[src/rtl/sd_cmd_pkg.sv]
package sd_cmd_pkg;
  localparam int CMD_W  = 16;
  localparam int STAT_W = 11;
  localparam int IDX_W  = 6;

  // command word bit positions
  localparam int B_LONG  = 9;
  localparam int B_NORSP = 10;
  localparam int B_BUSYW = 11;
  localparam int B_FAIL  = 14;
  localparam int B_NEW   = 15;
  localparam logic [CMD_W-1:0] CMD_FIELDS = 16'h0EFF;

  // status bit positions
  localparam int S_BUSY = 10;
  localparam int S_CTO  = 6;
  localparam int S_CRC7 = 4;
  localparam logic [STAT_W-1:0] STAT_IMPL = 11'h450;

  // low-half register addresses
  localparam int A_CMD  = 0;
  localparam int A_ARG  = 1;
  localparam int A_TOUT = 2;
  localparam int A_STAT = 3;

  typedef enum logic [1:0] {PH_IDLE, PH_ISSUE, PH_WAIT, PH_HOLD} phase_e;
endpackage

[src/rtl/sd_cmd_timer.sv]
module sd_cmd_timer #(
  parameter int TOUT_W = 32
) (
  input  logic              clk_i,
  input  logic              rst_ni,
  input  logic              load_i,
  input  logic [TOUT_W-1:0] start_i,
  input  logic              dec_i,
  output logic              zero_o
);
  localparam logic [TOUT_W-1:0] ONE = {{(TOUT_W-1){1'b0}}, 1'b1};

  logic [TOUT_W-1:0] cnt_q;

  always_ff @(posedge clk_i or negedge rst_ni) begin
    if (!rst_ni)                   cnt_q <= '0;
    else if (load_i)               cnt_q <= start_i;
    else if (dec_i && cnt_q != '0) cnt_q <= cnt_q - ONE;
  end

  assign zero_o = (cnt_q == '0);
endmodule

[src/rtl/sd_cmd_seq.sv]
module sd_cmd_seq
  import sd_cmd_pkg::*;
(
  input  logic             clk_i,
  input  logic             rst_ni,
  input  logic             wr_cmd_i,
  input  logic [CMD_W-1:0] cmd_wdata_i,
  input  logic             eng_done_i,
  input  logic             eng_crc_err_i,
  input  logic             card_busy_i,
  input  logic             tmr_zero_i,
  output logic [CMD_W-1:0] cmd_o,
  output logic             eng_start_o,
  output logic             tmr_load_o,
  output logic             tmr_dec_o,
  output logic             cap_o,
  output logic             set_cto_o,
  output logic             set_crc_o,
  output logic             set_busy_o
);
  phase_e           ph_q, ph_d;
  logic [CMD_W-1:0] cmd_q, cmd_d;
  logic             waiting, rsp_ok, rsp_bad, expired, released;

  assign waiting  = (ph_q == PH_WAIT);
  assign rsp_ok   = waiting & eng_done_i & ~eng_crc_err_i;
  assign rsp_bad  = waiting & eng_done_i & eng_crc_err_i;
  assign expired  = waiting & ~eng_done_i & tmr_zero_i;
  assign released = (ph_q == PH_HOLD) & ~card_busy_i;

  always_comb begin
    ph_d  = ph_q;
    cmd_d = cmd_q;
    unique case (ph_q)
      PH_IDLE: begin
        if (wr_cmd_i) begin
          cmd_d = (cmd_q & ~CMD_FIELDS) | (cmd_wdata_i & CMD_FIELDS);
          if (cmd_wdata_i[B_NEW]) begin
            cmd_d[B_NEW]  = 1'b1;
            cmd_d[B_FAIL] = 1'b0;
            ph_d          = PH_ISSUE;
          end
        end
      end
      PH_ISSUE: ph_d = PH_WAIT;
      PH_WAIT: begin
        if (rsp_bad || expired) begin
          cmd_d[B_FAIL] = 1'b1;
          cmd_d[B_NEW]  = 1'b0;
          ph_d          = PH_IDLE;
        end else if (rsp_ok) begin
          if (cmd_q[B_BUSYW]) begin
            ph_d = PH_HOLD;
          end else begin
            cmd_d[B_NEW] = 1'b0;
            ph_d         = PH_IDLE;
          end
        end
      end
      PH_HOLD: begin
        if (released) begin
          cmd_d[B_NEW] = 1'b0;
          ph_d         = PH_IDLE;
        end
      end
      default: ph_d = PH_IDLE;
    endcase
  end

  always_ff @(posedge clk_i or negedge rst_ni) begin
    if (!rst_ni) begin
      ph_q  <= PH_IDLE;
      cmd_q <= '0;
    end else begin
      ph_q  <= ph_d;
      cmd_q <= cmd_d;
    end
  end

  assign cmd_o       = cmd_q;
  assign eng_start_o = (ph_q == PH_ISSUE);
  assign tmr_load_o  = (ph_q == PH_ISSUE);
  assign tmr_dec_o   = waiting & ~eng_done_i;
  assign cap_o       = rsp_ok & ~cmd_q[B_NORSP];
  assign set_crc_o   = rsp_bad;
  assign set_cto_o   = expired;
  assign set_busy_o  = released;
endmodule

[src/rtl/sd_cmd_regs.sv]
module sd_cmd_regs
  import sd_cmd_pkg::*;
#(
  parameter int DATA_W    = 32,
  parameter int RSP_WORDS = 4,
  parameter int ADDR_W    = 3
) (
  input  logic                        clk_i,
  input  logic                        rst_ni,
  input  logic                        wr_en_i,
  input  logic [ADDR_W-1:0]           addr_i,
  input  logic [DATA_W-1:0]           wdata_i,
  input  logic [CMD_W-1:0]            cmd_i,
  input  logic                        cap_i,
  input  logic                        long_i,
  input  logic [RSP_WORDS*DATA_W-1:0] rsp_i,
  input  logic                        set_busy_i,
  input  logic                        set_cto_i,
  input  logic                        set_crc_i,
  output logic [DATA_W-1:0]           arg_o,
  output logic [DATA_W-1:0]           tout_o,
  output logic [STAT_W-1:0]           stat_o,
  output logic [DATA_W-1:0]           rsp_lo_o,
  output logic [DATA_W-1:0]           rdata_o
);
  localparam int RSP_IW = $clog2(RSP_WORDS);

  logic [DATA_W-1:0] arg_q, tout_q;
  logic [STAT_W-1:0] stat_q, set_vec, clr_vec;
  logic [DATA_W-1:0] rsp_q [RSP_WORDS];
  logic              wr_low;

  // upper half of the address space is the response window
  assign wr_low = wr_en_i & ~addr_i[ADDR_W-1];

  always_ff @(posedge clk_i or negedge rst_ni) begin
    if (!rst_ni) begin
      arg_q  <= '0;
      tout_q <= '0;
    end else begin
      if (wr_low && addr_i[ADDR_W-2:0] == (ADDR_W-1)'(A_ARG))  arg_q  <= wdata_i;
      if (wr_low && addr_i[ADDR_W-2:0] == (ADDR_W-1)'(A_TOUT)) tout_q <= wdata_i;
    end
  end

  always_comb begin
    set_vec         = '0;
    set_vec[S_BUSY] = set_busy_i;
    set_vec[S_CTO]  = set_cto_i;
    set_vec[S_CRC7] = set_crc_i;
    clr_vec = (wr_low && addr_i[ADDR_W-2:0] == (ADDR_W-1)'(A_STAT)) ?
              wdata_i[STAT_W-1:0] : '0;
  end

  always_ff @(posedge clk_i or negedge rst_ni) begin
    if (!rst_ni) stat_q <= '0;
    else         stat_q <= (set_vec | (stat_q & ~clr_vec)) & STAT_IMPL;
  end

  for (genvar w = 0; w < RSP_WORDS; w++) begin : g_rsp
    always_ff @(posedge clk_i or negedge rst_ni) begin
      if (!rst_ni)
        rsp_q[w] <= '0;
      else if (cap_i && (w == 0 || long_i))
        rsp_q[w] <= rsp_i[w*DATA_W +: DATA_W];
    end
  end

  always_comb begin
    if (addr_i[ADDR_W-1]) begin
      rdata_o = rsp_q[addr_i[RSP_IW-1:0]];
    end else begin
      unique case (addr_i[ADDR_W-2:0])
        (ADDR_W-1)'(A_CMD):  rdata_o = DATA_W'(cmd_i);
        (ADDR_W-1)'(A_ARG):  rdata_o = arg_q;
        (ADDR_W-1)'(A_TOUT): rdata_o = tout_q;
        default:             rdata_o = DATA_W'(stat_q);
      endcase
    end
  end

  assign arg_o    = arg_q;
  assign tout_o   = tout_q;
  assign stat_o   = stat_q;
  assign rsp_lo_o = rsp_q[0];
endmodule

[src/rtl/sd_cmd_issuer.sv]
module sd_cmd_issuer
  import sd_cmd_pkg::*;
#(
  parameter int DATA_W    = 32,
  parameter int RSP_WORDS = 4,
  parameter int ADDR_W    = $clog2(RSP_WORDS) + 1
) (
  input  logic                        clk_i,
  input  logic                        rst_ni,
  input  logic                        wr_en_i,
  input  logic [ADDR_W-1:0]           addr_i,
  input  logic [DATA_W-1:0]           wdata_i,
  output logic [DATA_W-1:0]           rdata_o,
  output logic                        eng_start_o,
  output logic [IDX_W-1:0]            eng_index_o,
  output logic [DATA_W-1:0]           eng_arg_o,
  output logic                        eng_long_o,
  output logic                        eng_no_rsp_o,
  input  logic                        eng_done_i,
  input  logic                        eng_crc_err_i,
  input  logic [RSP_WORDS*DATA_W-1:0] eng_rsp_i,
  input  logic                        card_busy_i
);
  logic [CMD_W-1:0]  cmd_q;
  logic [STAT_W-1:0] stat_q;
  logic [DATA_W-1:0] rsp0_q, arg_q, tout_q;
  logic              wr_cmd, tmr_zero, tmr_load, tmr_dec, cap;
  logic              set_busy, set_cto, set_crc;

  assign wr_cmd = wr_en_i && (addr_i == ADDR_W'(A_CMD));

  sd_cmd_seq u_seq (
    .clk_i         (clk_i),
    .rst_ni        (rst_ni),
    .wr_cmd_i      (wr_cmd),
    .cmd_wdata_i   (wdata_i[CMD_W-1:0]),
    .eng_done_i    (eng_done_i),
    .eng_crc_err_i (eng_crc_err_i),
    .card_busy_i   (card_busy_i),
    .tmr_zero_i    (tmr_zero),
    .cmd_o         (cmd_q),
    .eng_start_o   (eng_start_o),
    .tmr_load_o    (tmr_load),
    .tmr_dec_o     (tmr_dec),
    .cap_o         (cap),
    .set_cto_o     (set_cto),
    .set_crc_o     (set_crc),
    .set_busy_o    (set_busy)
  );

  sd_cmd_timer #(.TOUT_W(DATA_W)) u_timer (
    .clk_i   (clk_i),
    .rst_ni  (rst_ni),
    .load_i  (tmr_load),
    .start_i (tout_q),
    .dec_i   (tmr_dec),
    .zero_o  (tmr_zero)
  );

  sd_cmd_regs #(.DATA_W(DATA_W), .RSP_WORDS(RSP_WORDS), .ADDR_W(ADDR_W)) u_regs (
    .clk_i      (clk_i),
    .rst_ni     (rst_ni),
    .wr_en_i    (wr_en_i),
    .addr_i     (addr_i),
    .wdata_i    (wdata_i),
    .cmd_i      (cmd_q),
    .cap_i      (cap),
    .long_i     (cmd_q[B_LONG]),
    .rsp_i      (eng_rsp_i),
    .set_busy_i (set_busy),
    .set_cto_i  (set_cto),
    .set_crc_i  (set_crc),
    .arg_o      (arg_q),
    .tout_o     (tout_q),
    .stat_o     (stat_q),
    .rsp_lo_o   (rsp0_q),
    .rdata_o    (rdata_o)
  );

  assign eng_index_o  = cmd_q[IDX_W-1:0];
  assign eng_arg_o    = arg_q;
  assign eng_long_o   = cmd_q[B_LONG];
  assign eng_no_rsp_o = cmd_q[B_NORSP];
endmodule

[config.mk]
export PLATFORM = sky130hd
export DESIGN_NAME = sd_cmd_issuer
export DESIGN_NICKNAME = d
export VERILOG_FILES = /design/src/rtl/sd_cmd_pkg.sv /design/src/rtl/sd_cmd_timer.sv /design/src/rtl/sd_cmd_seq.sv /design/src/rtl/sd_cmd_regs.sv /design/src/rtl/sd_cmd_issuer.sv
export SDC_FILE = /design/constraint.sdc
export NUM_CORES = 1
export LEC_CHECK = 0
export BUFFER_PORTS_ARGS = -buffer_cell sky130_fd_sc_hd__buf_4
export CORE_MARGIN = 5
export CORE_UTILIZATION = 50
export CTS_CLUSTER_SIZE = 12
export DETAILED_ROUTE_END_ITERATION = 16
export GPL_ROUTABILITY_DRIVEN = 1
export GPL_TIMING_DRIVEN = 0
export HOLD_SLACK_MARGIN = 0.05
export PLACE_DENSITY = 0.77
export SETUP_SLACK_MARGIN = 0.15
export SKIP_CTS_REPAIR_TIMING = 1
export SYNTH_ARGS = -nofsm -noshare
export SYNTH_HDL_FRONTEND = slang
export SYNTH_SLANG_ARGS = --single-unit
export TNS_END_PERCENT = 10
[constraint.sdc]
create_clock -name clk_i -period 2.83 [get_ports clk_i]
set_input_delay 0.4245 -clock clk_i [delete_from_list [all_inputs] [get_ports clk_i]]
set_output_delay 0.4245 -clock clk_i [all_outputs]
set_load 0.03 [all_outputs]
Word level (Yosys, flattened, before mapping)
Index checks and enable logic that the tools add are counted.
{ "op_classes": {"add_sub_neg": 1, "magnitude_cmp": 1, "n_eq_ne": 12, "n_mux": 24, "bitwise": 18, "reduce_logical": 19} }
{ "ops": {"columns": ["op", "n"], "rows": [
  ["32-bit 2-to-1 mux", 5],
  ["32-bit one-hot mux with 3 select lines", 1],
  ["32-bit binary-select mux with 2-bit select", 1],
  ["32-bit logical NOT", 1],
  ["32-bit nonzero test", 1],
  ["32-bit by 1-bit subtractor with 32-bit output (second input constant)", 1],
  ["16-bit 2-to-1 mux", 1],
  ["16-bit by 12-bit OR with 16-bit output", 1],
  ["2-bit 2-to-1 mux", 7],
  ["11-bit bitwise AND", 1],
  ["11-bit 2-to-1 mux", 1],
  ["11-bit NOT", 1],
  ["11-bit OR", 1],
  ["1-bit bitwise AND", 8],
  ["2-bit equality test (second input constant)", 4],
  ["2-bit one-hot mux with 4 select lines", 1],
  ["1-bit logical AND", 6],
  ["2-bit inequality test (second input constant)", 3],
  ["3-bit inequality test (second input constant)", 2],
  ["1-bit 2-to-1 mux", 5],
  ["1-bit NOT", 5],
  ["5-bit AND reduction", 1],
  ["2-bit by 1-bit equality test with 1-bit output (second input constant)", 2],
  ["2-bit logical NOT", 2],
  ["other kinds (12)", 13]
]} }
{ "word_totals": {"ff_bits": 245, "input_bits": 169, "elab_cells": 87} }

Longest topological paths before layout
Gate-level depths: netlist of the first run.
{ "depth": {"ltp_word": 7, "depth_mapped": 9, "ltp_nobuf": 7} }

Cells and area by module
From an unflattened synthesis of the first run, not the netlist that was laid out.
{ "unflattened": {"cells_unflattened": 939, "area_unflattened_um2": 12059.1} }
{ "modules_own_cells": {"columns": ["mod", "n_inst", "cells_per_inst", "area_per_inst_um2", "seq_area_each_um2"], "rows": [
  ["sd_cmd_regs", 1, 634, 9250.1, 4879.7],
  ["sd_cmd_timer", 1, 243, 2058.2, 800.8],
  ["sd_cmd_seq", 1, 61, 735.7, 375.4],
  ["sd_cmd_issuer", 1, 1, 15.0, 0.0]
]} }

Worst setup path after synthesis of the first run
OpenSTA, ideal clock, no wires.
{ "synth_path": {"kind": "input -> output", "from": "input port addr_i[0]", "to": "output port rdata_o[21]", "arrival_ps": 2563, "setup_slack_ps": -158, "path_stages": 6, "path_cell_list": "clkbuf_1 -> clkbuf_1 -> buf_1 -> mux4_2 -> nand2_1 -> o21ai_0"} }
{ "synth_via": {"elab_chain_cells": 5, "word_cells_on_any_way": 9, "classes_between": "eq/ne: 2; mux: 5; bitwise: 1; reduce/logical: 1"} }
{ "synth_lines": {"columns": ["element", "line", "source"], "rows": [
  ["start, declared", "sd_cmd_issuer.sv:11", "input logic [ADDR_W-1:0] addr_i,"],
  ["2-bit NOT with 3-bit output (not written as such)", "sd_cmd_regs.sv:71", "rdata_o = rsp_q[addr_i[RSP_IW-1:0]];"],
  ["32-bit binary-select mux with 2-bit select", "sd_cmd_regs.sv:71", null],
  ["32-bit 2-to-1 mux (not written as such) (2 in a row)", "sd_cmd_regs.sv:71", null],
  ["32-bit 2-to-1 mux *", "sd_cmd_regs.sv:70", "if (addr_i[ADDR_W-1]) begin"],
  ["end, declared", "sd_cmd_issuer.sv:13", "output logic [DATA_W-1:0] rdata_o,"]
]} }
Mark *: on every way between the ends. The rest lies on a longest branch, timed or not. The select of a mux whose other input is x is not followed.

Worst setup path in the final report of the first run
{ "layout_path": {"from": "register u_timer.cnt_q[10]", "to": "register u_timer.cnt_q[18]"} }
{ "layout_via": {"elab_chain_cells": 3, "word_cells_on_any_way": 6, "classes_between": "add/sub: 1; mux: 2; reduce/logical: 3"} }
{ "layout_lines": {"columns": ["element", "line", "source"], "rows": [
  ["start, declared", "sd_cmd_timer.sv:13", "logic [TOUT_W-1:0] cnt_q;"],
  ["start signal, assigned", "sd_cmd_timer.sv:17", "else if (load_i) cnt_q <= start_i;"],
  ["start signal, assigned", "sd_cmd_timer.sv:18", "else if (dec_i && cnt_q != '0) cnt_q <= cnt_q - ONE;"],
  ["32-bit by 1-bit subtractor with 32-bit output / 32-bit nonzero test (equally long branches)", "sd_cmd_timer.sv:18", null],
  ["32-bit 2-to-1 mux / 1-bit logical AND (equally long branches)", "sd_cmd_timer.sv:18", null],
  ["32-bit 2-to-1 mux / 2-bit nonzero test (equally long branches)", null, null]
]} }
Several ways; a longest one is shown, not always the timed one. The select of a mux whose other input is x is not followed.
A chain may end at the register's enable or synchronous reset.

==> impl_results.md, run 1 <==
- Total track usage: 26.0%
- Num CTS Buffers: 27
- Clk buf depth: 3
- Worst EP arrival: 3.26 ns
- Fin nets: 1342
- Primary FF master, synth: dfrtp_1
- Initial DRC Count: 864
- Pwr Density: 932 nW/um^2
- Cells after synthesis: 897
- DP HPWL: 25200 um
- Initial Util: 50.9%
- Slew headroom: 43.0%
- CP max FO: 7
- First-pass GRT wire length: 53600 um
- Commonest non-fill, non-tap cell in the layout: buf_4
- Area after DPL: 13800 um^2
- Layout cells sized above 1: 49.2%
- Maxcap violations: 0
- Seq/Total Area, Yosys: 52.4%
- Yosys warnings: 0
- Post-layout util: 65.5%
- Failing checks: negative setup slack
- Area Growth Syn to Fin: 28.7%
- DRT antenna net count: 0
- Clk_lat worst skew: 0.53 ns
- Minimum clock period: 2.85 ns
- Leak pwr: 6.64 nW
- Syn_nets: 1068
- Die area: 26300 um^2
- RePlAce Congestion: 0.916
- Root buffer cell: clkbuf_16
- Status: complete, but fails checks
- DRT Pass-1 Iters: 6
- CP startpoint kind: register
- Total number of vias: 8841
- Die Ht: 162 um
- Peak Freq: 351 MHz
- Pwr Total: 0.0139 W
- CP endpoint kind: register
- Hold Crit Class: input pin to register
- DR vias/cell: 5.99
- Initial antenna violation count: 1
- CTS tree: done
- Post-synth EDFFs: 0
- IO Port Bufs: 239
- Max IR drop VDD: 0.593 mV
- Fin area: 14900 um^2
- Required time of the critical path: 3.24 ns
- Netlist area before placement: 11600 um^2
- Row count: 55
- Post-Route WL: 34700 um
- CTS H-tree lvls: 1
- Core area: 22700 um^2
- Worst hold slack: 0.123 ns
- Vias in the first global route: 9206
- Pin count of the biggest net entering global routing: 112
- Synthesized area per cell: 12.9 um^2
- Worst slew pin tran: 0.853 ns
- Slew Limit Fails: 0
- Pre-CTS WS: -0.488 ns
- Fraction of registers with async set/reset: 100%
- Reg clk slew, reported paths: 0.06 ns
- Grt total ovfl: 0
- Sink Count: 242
- Final Hold Fails: 0
- Commonest non-fill, non-tap cells in the layout: buf_4 (251), dfrtp_1 (242), mux2_2 (205)
- WL per Instance: 23.5 um
- Die W: 162 um
- Unrepaired setup endpoints after global routing: yes
- CP Class: register to register
- IO Pins: 242
- Setup WS post-layout: -0.0206 ns
- Final setup fails: 1
- Number of distinct library cells after synthesis: 58
- DR DRC count: 0
- #FFs+latches synth: 242
- Final Cycle Share: 101%
- Clk_skew: 0.0167 ns
## synth_stat cells (11+ instances only)
master	count	area share, %
mux4_2	35	6.8
o21ai_0	32	1.4
a21oi_1	14	0.61
mux2_2	205	20
a22oi_1	20	1.3
nand2_1	53	1.7
or4_1	20	1.3
a211oi_1	16	1.0
inv_1	24	0.78
clkbuf_1	49	1.6
dfrtp_1	242	52
nor4_1	11	0.60
o211ai_1	13	0.84
buf_2	11	0.48
nor2_1	26	0.84
## per-layer routing
layer	up-vias	track usage [%]	share of wire (%)
li1	3917	-	-
met1	4499	34.3	40
met2	358	42.3	50
met3	67	6.17	7.3
met4	0	9.73	3.5
met5	-	0	0
## through the flow
step                      cells  TNS [ns]
final                      1477   -0.0206
after detailed placement   1423    -44.60
after CTS                  1472    -44.57
after floorplan             897         0
after global routing       1477   -0.0673
after global placement     1421   -256.93
## layout make-up
type	count	area, um^2
clock buffers	42	812
fillers	1718	7830
well taps	285	357
plain buffers	71	368
clock inverters	7	116
repair buffers	245	1890
inverters	25	97.6
multi-input cells	559	5180
diodes	1	2.50
flip-flops and latches	242	6060
## worst paths after layout
| check | slack (ns) | cells after the start | start | endpoint |
|---|---|---|---|---|
| hold / removal | 0.12 | 2 | eng_rsp_i[8] | u_regs.rsp_lo_o[8]$_DFFE_PN0P_ |
| setup / recovery | -0.02 | 6 | u_timer.cnt_q[10]$_DFFE_PN0P_ | u_timer.cnt_q[18]$_DFFE_PN0P_ |
| setup reg to reg | -0.02 | 6 | u_timer.cnt_q[10]$_DFFE_PN0P_ | u_timer.cnt_q[18]$_DFFE_PN0P_ |
| max in group asynchronous | 1.51 | 3 | rst_ni | u_timer.cnt_q[7]$_DFFE_PN0P_ |
| min in group asynchronous | 0.43 | 2 | rst_ni | u_regs.rsp_q[55]$_DFFE_PN0P_ |
| hold reg to reg | 0.50 | 1 | u_regs.rsp_q[35]$_DFFE_PN0P_ | u_regs.rsp_q[35]$_DFFE_PN0P_ |
## critical path, stage by stage (launching register included)
cell and delay, ns:
dfrtp_1 0.39, or4_1 0.53, buf_4 0.18, or4_4 0.46, or4_4 0.43, or4_4 0.43
mux2_4 0.31
## registers in the layout, summed over array words and instances, names as in the netlist
name / cells
u_regs.stat_o: 3
u_regs.rsp_q: 96
u_regs.arg_o: 32
u_seq.cmd_o: 13
u_seq.ph_q: 2
u_regs.rsp_lo_o: 32
u_regs.tout_o: 32
u_timer.cnt_q: 32
## logic make-up after synthesis
family,synth area share [%]
flip-flops,52.4
multiplexers,27.7
AO/OA/AOI/OAI,8.82
adder cells (fa/ha/maj),0.216
buffers and inverters,3.43
XOR/XNOR,0.0758
AND/OR/NAND/NOR,7.33
## power by group
part	internal, W	switching (W)
sequential	0.00484	0.000986
clock	0.00224	0.00141
combinational	0.00231	0.00209
No activity file was read; power rests on OpenSTA's default activity.
==> run 2: changes to the inputs <==
--- a/config.mk
+++ b/config.mk
@@ -7,13 +7,13 @@
 export LEC_CHECK = 0
 export BUFFER_PORTS_ARGS = -buffer_cell sky130_fd_sc_hd__buf_4
 export CORE_MARGIN = 5
-export CORE_UTILIZATION = 50
+export CORE_UTILIZATION = 55
 export CTS_CLUSTER_SIZE = 12
 export DETAILED_ROUTE_END_ITERATION = 16
 export GPL_ROUTABILITY_DRIVEN = 1
 export GPL_TIMING_DRIVEN = 0
 export HOLD_SLACK_MARGIN = 0.05
-export PLACE_DENSITY = 0.77
+export PLACE_DENSITY = 0.8
 export SETUP_SLACK_MARGIN = 0.15
 export SKIP_CTS_REPAIR_TIMING = 1
 export SYNTH_ARGS = -nofsm -noshare
==> constraint.sdc (replaced) <==
create_clock -name clk_i -period 2.7 [get_ports clk_i]
set_input_delay 0.405 -clock clk_i [delete_from_list [all_inputs] [get_ports clk_i]]
set_output_delay 0.405 -clock clk_i [all_outputs]
set_load 0.03 [all_outputs]
==> impl_results.md, run 2 (same netlist as run 1, synthesis figures left out) <==
- Setup TNS: -0.153 ns (was -0.0206 ns)
- Unrepaired setup endpoints after global routing: yes (unchanged)
- Crit Reg-Reg Startpoint: u_timer.cnt_q[10]$_DFFE_PN0P_ (unchanged)
- Initial antenna violation count: 0 (was 1)
- DRT Pass-1 Iters: 6 (unchanged)
- Minimum clock period: 2.82 ns (was 2.85 ns)
- Worst R2R Path Depth: 6 (unchanged)
- Leak pwr: 6.63 nW (was 6.64 nW)
- Largest stage delay on the critical path: 0.53 ns (about the same)
- Total number of vias: 8877 (was 8841)
- Core area: 20900 um^2 (was 22700 um^2)
- Die Ht: 155 um (was 162 um)
- Vias in the first global route: 9123 (was 9206)
- Fin nets: 1347 (was 1342)
- Hold path startpoint: eng_rsp_i[110] (was eng_rsp_i[8])
- Pwr Density: 958 nW/um^2 (was 932 nW/um^2)
- Crit path cell chain: or4_1 > buf_6 > or4_4 > or4_4 > or4_4 > mux2_4 (was or4_1 > buf_4 > or4_4 > or4_4 > or4_4 > mux2_4)
- Die area: 24000 um^2 (was 26300 um^2)
- Reg clk slew, reported paths: 0.06 ns (about the same)
- Register area: 6060 um^2 (about the same)
- Area Growth Syn to Fin: 28.5% (was 28.7%)
- Sink Count: 242 (unchanged)
- # diodes: 0 (was 1)
- DR DRC count: 0 (unchanged)
- Commonest non-fill, non-tap cells in the layout: buf_4 (259), dfrtp_1 (241), mux2_2 (205) (was buf_4 (251), dfrtp_1 (242), mux2_2 (205))
- IO Port Bufs: 239 (unchanged)
- Pin count of the biggest net entering global routing: 117 (was 112)
- Maxcap violations: 0 (unchanged)
- Clk buf depth: 3 (unchanged)
- Multi-input logic area: 5230 um^2 (was 5180 um^2)
- IO Pins: 242 (unchanged)
- Max IR drop VDD: 0.619 mV (was 0.593 mV)
- CP endpoint kind: register (unchanged)
- Num CTS Buffers: 26 (was 27)
- Clk_lat worst skew: 0.53 ns (about the same)
- RR Endpoint: u_timer.cnt_q[18]$_DFFE_PN0P_ (unchanged)
- Worst Hold End: u_regs.rsp_q[14]$_DFFE_PN0P_ (was u_regs.rsp_lo_o[8]$_DFFE_PN0P_)
- Status: complete, but fails checks (unchanged)
- Initial DRC Count: 818 (was 864)
- CP max FO: 7 (unchanged)
- Total track usage: 28.3% (was 26.0%)
- Final setup fails: 2 (was 1)
- CTS tree: done (unchanged)
- Hold Crit Class: input pin to register (unchanged)
- Largest register by flop count: u_regs.rsp_q (unchanged)
- Worst EP arrival: 3.23 ns (was 3.26 ns)
- RePlAce Congestion: 0.917 (was 0.916)
- Commonest non-fill, non-tap cell in the layout: buf_4 (unchanged)
- Required time of the critical path: 3.11 ns (was 3.24 ns)
- WL per Instance: 23.6 um (was 23.5 um)
- Clk_skew: 0.0112 ns (was 0.0167 ns)
- Worst hold slack: 0.100 ns (was 0.123 ns)
- Initial Util: 55.3% (was 50.9%)
- Dpl cells: 1414 (was 1423)
- Reg-to-reg setup timing slack: -0.12 ns (was -0.02 ns)
- Post-route insts no fill: 1470 (was 1477)
- Die W: 155 um (was 162 um)
- Row count: 53 (was 55)
- Grt total ovfl: 0 (unchanged)
- Fillers: 1500 (was 1718)
- DP HPWL: 24800 um (was 25200 um)
- Post-Route WL: 34700 um (about the same)
- CTS H-tree lvls: 1 (unchanged)
- First-pass GRT wire length: 53100 um (was 53600 um)
- Failing checks: negative setup slack (unchanged)
- Peak Freq: 355 MHz (was 351 MHz)
- Pre-CTS WS: -0.648 ns (was -0.488 ns)
- CP max stage cell: or4_1 (unchanged)
- Max FFs per register: 96 (unchanged)
- DR vias/cell: 6.04 (was 5.99)
- Final Cycle Share: 104% (was 101%)
- Final Hold Fails: 0 (unchanged)
- CP startpoint kind: register (unchanged)
- Slew Limit Fails: 0 (unchanged)
- CP dominant cell by count: or4_4 (unchanged)
- CP Class: register to register (unchanged)
- Setup WS post-layout: -0.120 ns (was -0.0206 ns)
- Slew headroom: 43.3% (was 43.0%)
- Hold path depth: 2 (unchanged)
- Post-layout util: 71.1% (was 65.5%)
- DRT antenna net count: 0 (unchanged)
- Layout cells sized above 1: 49.8% (was 49.2%)
- Worst slew pin tran: 0.848 ns (was 0.853 ns)
- Root buffer cell: clkbuf_16 (unchanged)
run 2: routing by layer:
layer | routed length (um) | vias up | global-route usage, %
li1 | - | 3926 | -
met3 | 2350 | 87 | 4.90
met1 | 13900 | 4503 | 38.7
met2 | 17100 | 361 | 46.0
met4 | 1410 | 0 | 10.2
met5 | 0 | - | 0
run 2: worst max-delay path by stage:
stage                                  startpoint                             to  cells after the start
global placement        u_seq.ph_q[1]$_DFFE_PN0P_   u_regs.rsp_q[10]$_DFFE_PN0P_                      8
finish              u_timer.cnt_q[10]$_DFFE_PN0P_  u_timer.cnt_q[18]$_DFFE_PN0P_                      6
global route        u_timer.cnt_q[10]$_DFFE_PN0P_  u_timer.cnt_q[18]$_DFFE_PN0P_                      6
detailed placement  u_timer.cnt_q[14]$_DFFE_PN0P_   u_timer.cnt_q[0]$_DFFE_PN0P_                      7
CTS                 u_timer.cnt_q[14]$_DFFE_PN0P_   u_timer.cnt_q[1]$_DFFE_PN0P_                      7
floorplan            u_timer.cnt_q[8]$_DFFE_PN0P_  u_timer.cnt_q[18]$_DFFE_PN0P_                      6
run 2: per-stage QoR:
stage	power, W	cell area [um^2]
detailed placement	0.0106	13800
CTS	0.0141	14600
global placement	0.0104	13700
finish	0.0142	14900
floorplan	0.00892	11600
global route	0.0149	14900
run 2: cell type report:
cell class	instances	share of cell area, %
Sequential cell	242	40.8
Timing Repair Buffer	251	13.0
Multi-Input combinational cell	559	35.2
Tap cell	275	2.32
Clock buffer	42	5.20
Inverter	25	0.657
Clock inverter	5	0.169
Buffer	71	2.65
run 2: where the power goes:
group / internal [W] / leakage, nW / switching (W)
Combinational: 0.00246 / 3.22 / 0.00226
Sequential: 0.00507 / 3.02 / 0.00104
Clock: 0.00194 / 0.394 / 0.00145
run 2: critical path, delay by kind of cell, from the launching register on:
kind | cells | cell delay, ns
flip-flops | 1 | 0.38
multiplexers | 1 | 0.31
buffers and inverters | 1 | 0.15
AND/OR/NAND/NOR | 4 | 1.86
==> run 3: changes to the inputs <==
--- a/config.mk
+++ b/config.mk
@@ -6,6 +6,7 @@
 export NUM_CORES = 1
 export LEC_CHECK = 0
 export BUFFER_PORTS_ARGS = -buffer_cell sky130_fd_sc_hd__buf_4
+export CORE_ASPECT_RATIO = 1.4
 export CORE_MARGIN = 5
 export CORE_UTILIZATION = 55
 export CTS_CLUSTER_SIZE = 12
==> impl_results.md, run 3 (same netlist as run 1, synthesis figures left out) <==
- Setup WS post-layout: -0.108 ns (was -0.120 ns)
- Minimum clock period: 2.81 ns (was 2.82 ns)
- Max IR drop VDD: 0.593 mV (was 0.619 mV)
- Commonest non-fill, non-tap cells in the layout: buf_4 (253), dfrtp_1 (242), mux2_2 (205) (was buf_4 (259), dfrtp_1 (241), mux2_2 (205))
- CP endpoint kind: register (unchanged)
- Slew headroom: 13.3% (was 43.3%)
- Num CTS Buffers: 25 (was 26)
- Failing checks: negative setup slack (unchanged)
- Reg clk slew, reported paths: 0.06 ns (about the same)
- Largest register by flop count: u_regs.rsp_q (unchanged)
- Hold Crit Class: input pin to register (unchanged)
- Fin nets: 1341 (was 1347)
- Grt total ovfl: 0 (unchanged)
- Area Growth Syn to Fin: 26.9% (was 28.5%)
- CP dominant cell by count: or4_4 (unchanged)
- Total track usage: 28.8% (was 28.3%)
- Final setup fails: 15 (was 2)
- Commonest non-fill, non-tap cell in the layout: buf_4 (unchanged)
- CP Class: register to register (unchanged)
- Maxcap violations: 0 (unchanged)
- Root buffer cell: clkbuf_16 (unchanged)
- Post-route insts no fill: 1438 (was 1470)
- Initial antenna violation count: 1 (was 0)
- CTS H-tree lvls: 1 (unchanged)
- Clk buf depth: 3 (unchanged)
- Post-Route WL: 35300 um (was 34700 um)
- Worst EP arrival: 3.21 ns (was 3.23 ns)
- Max FFs per register: 96 (unchanged)
- Status: complete, but fails checks (unchanged)
- Total number of vias: 9006 (was 8877)
- RePlAce Congestion: 0.923 (was 0.917)
- Final Hold Fails: 0 (unchanged)
- Dpl cells: 1394 (was 1414)
- CP max FO: 7 (unchanged)
- Vias in the first global route: 9642 (was 9123)
- WL per Instance: 24.5 um (was 23.6 um)
- CP startpoint kind: register (unchanged)
- Leak pwr: 6.55 nW (was 6.63 nW)
- Area after DPL: 13700 um^2 (was 13800 um^2)
- Sink Count: 242 (unchanged)
- Die W: 133 um (was 155 um)
- Die area: 24100 um^2 (was 24000 um^2)
- Slew Limit Fails: 0 (unchanged)
- IO Pins: 242 (unchanged)
- Setup TNS: -0.478 ns (was -0.153 ns)
- IO Port Bufs: 239 (unchanged)
- Initial Util: 56.0% (was 55.3%)
- Unrepaired setup endpoints after global routing: yes (unchanged)
- Fin area: 14700 um^2 (was 14900 um^2)
- Peak Freq: 356 MHz (was 355 MHz)
- Clk_skew: 0.0104 ns (was 0.0112 ns)
- CTS tree: done (unchanged)
- Row count: 62 (was 53)
- First-pass GRT wire length: 54600 um (was 53100 um)
- Required time of the critical path: 3.10 ns (was 3.11 ns)
- Layout cells sized above 1: 48.9% (was 49.8%)
- Die Ht: 182 um (was 155 um)
- Initial DRC Count: 682 (was 818)
- Worst slew pin tran: 1.30 ns (was 0.848 ns)
- DP HPWL: 26000 um (was 24800 um)
- Final Cycle Share: 104% (about the same)
- DRT Pass-1 Iters: 5 (was 6)
- Pin count of the biggest net entering global routing: 86 (was 117)
- DR DRC count: 0 (unchanged)
- Largest stage delay on the critical path: 0.52 ns (was 0.53 ns)
- Core area: 20600 um^2 (was 20900 um^2)
- Clk_lat worst skew: 0.52 ns (was 0.53 ns)
- Crit path cell chain: or4_4 > buf_6 > or4_4 > or4_4 > or4_4 > mux2_4 (was or4_1 > buf_6 > or4_4 > or4_4 > or4_4 > mux2_4)
- CP max stage cell: or4_4 (was or4_1)
- Pwr Density: 950 nW/um^2 (was 958 nW/um^2)
- DRT antenna net count: 0 (unchanged)
- DR vias/cell: 6.26 (was 6.04)
run 3: final cells by class:
type / count / area (um^2)
Antenna cell: 1 / 2.50
Buffer: 71 / 378
Clock buffer: 36 / 717
Clock inverter: 2 / 10.0
Fill cell: 1421 / 5960
Inverter: 25 / 97.6
Multi-Input combinational cell: 559 / 5200
Sequential cell: 242 / 6060
Tap cell: 256 / 320
Timing Repair Buffer: 246 / 1900
run 3: path summary, 6_finish.rpt:
kind	startpoint	to	slack [ns]	depth (start not counted)
min in group asynchronous	rst_ni	u_regs.rsp_q[23]$_DFFE_PN0P_	0.47	2
max in group asynchronous	rst_ni	u_seq.cmd_o[2]$_DFFE_PN0P_	1.01	4
worst max register to register	u_timer.cnt_q[8]$_DFFE_PN0P_	u_timer.cnt_q[18]$_DFFE_PN0P_	-0.11	6
worst min-delay path	eng_rsp_i[121]	u_regs.rsp_q[25]$_DFFE_PN0P_	0.12	2
worst min register to register	u_regs.stat_o[4]$_DFF_PN0_	u_regs.stat_o[4]$_DFF_PN0_	0.50	2
worst max-delay path	u_timer.cnt_q[8]$_DFFE_PN0P_	u_timer.cnt_q[18]$_DFFE_PN0P_	-0.11	6
run 3: layer usage:
layer / part of all wire (%) / wire [um] / vias up / track usage [%]
met4: 4.7 / 1670 / 0 / 11.9
met1: 36 / 12800 / 4624 / 35.2
li1: - / - / 3907 / -
met3: 6.6 / 2310 / 94 / 4.76
met2: 52 / 18500 / 381 / 50.5
met5: 0 / 0 / - / 0
run 3: power breakdown:
part	total, W	internal [W]	switching [W]
clock network	0.00320	0.00181	0.00138
logic	0.00465	0.00244	0.00220
registers	0.00610	0.00507	0.00103
run 3: metrics by stage:
stage               worst slack, ns  utilization (%)  hold WS, ns  total power (W)
global route                 -0.154             71.1        0.114           0.0146
detailed placement           -0.852             66.6        0.423           0.0106
CTS                          -0.895             70.1       -0.113           0.0138
floorplan                   -0.0216                -        0.109          0.00892
finish                       -0.108             71.1        0.120           0.0139
global placement             -0.859             66.3        0.468           0.0104
run 3: worst max-delay path: cells and delay by family (launching register included):
kind	cells	cell delay [ns]
simple gates	4	1.85
flops	1	0.39
mux	1	0.31
buf+inv	1	0.15
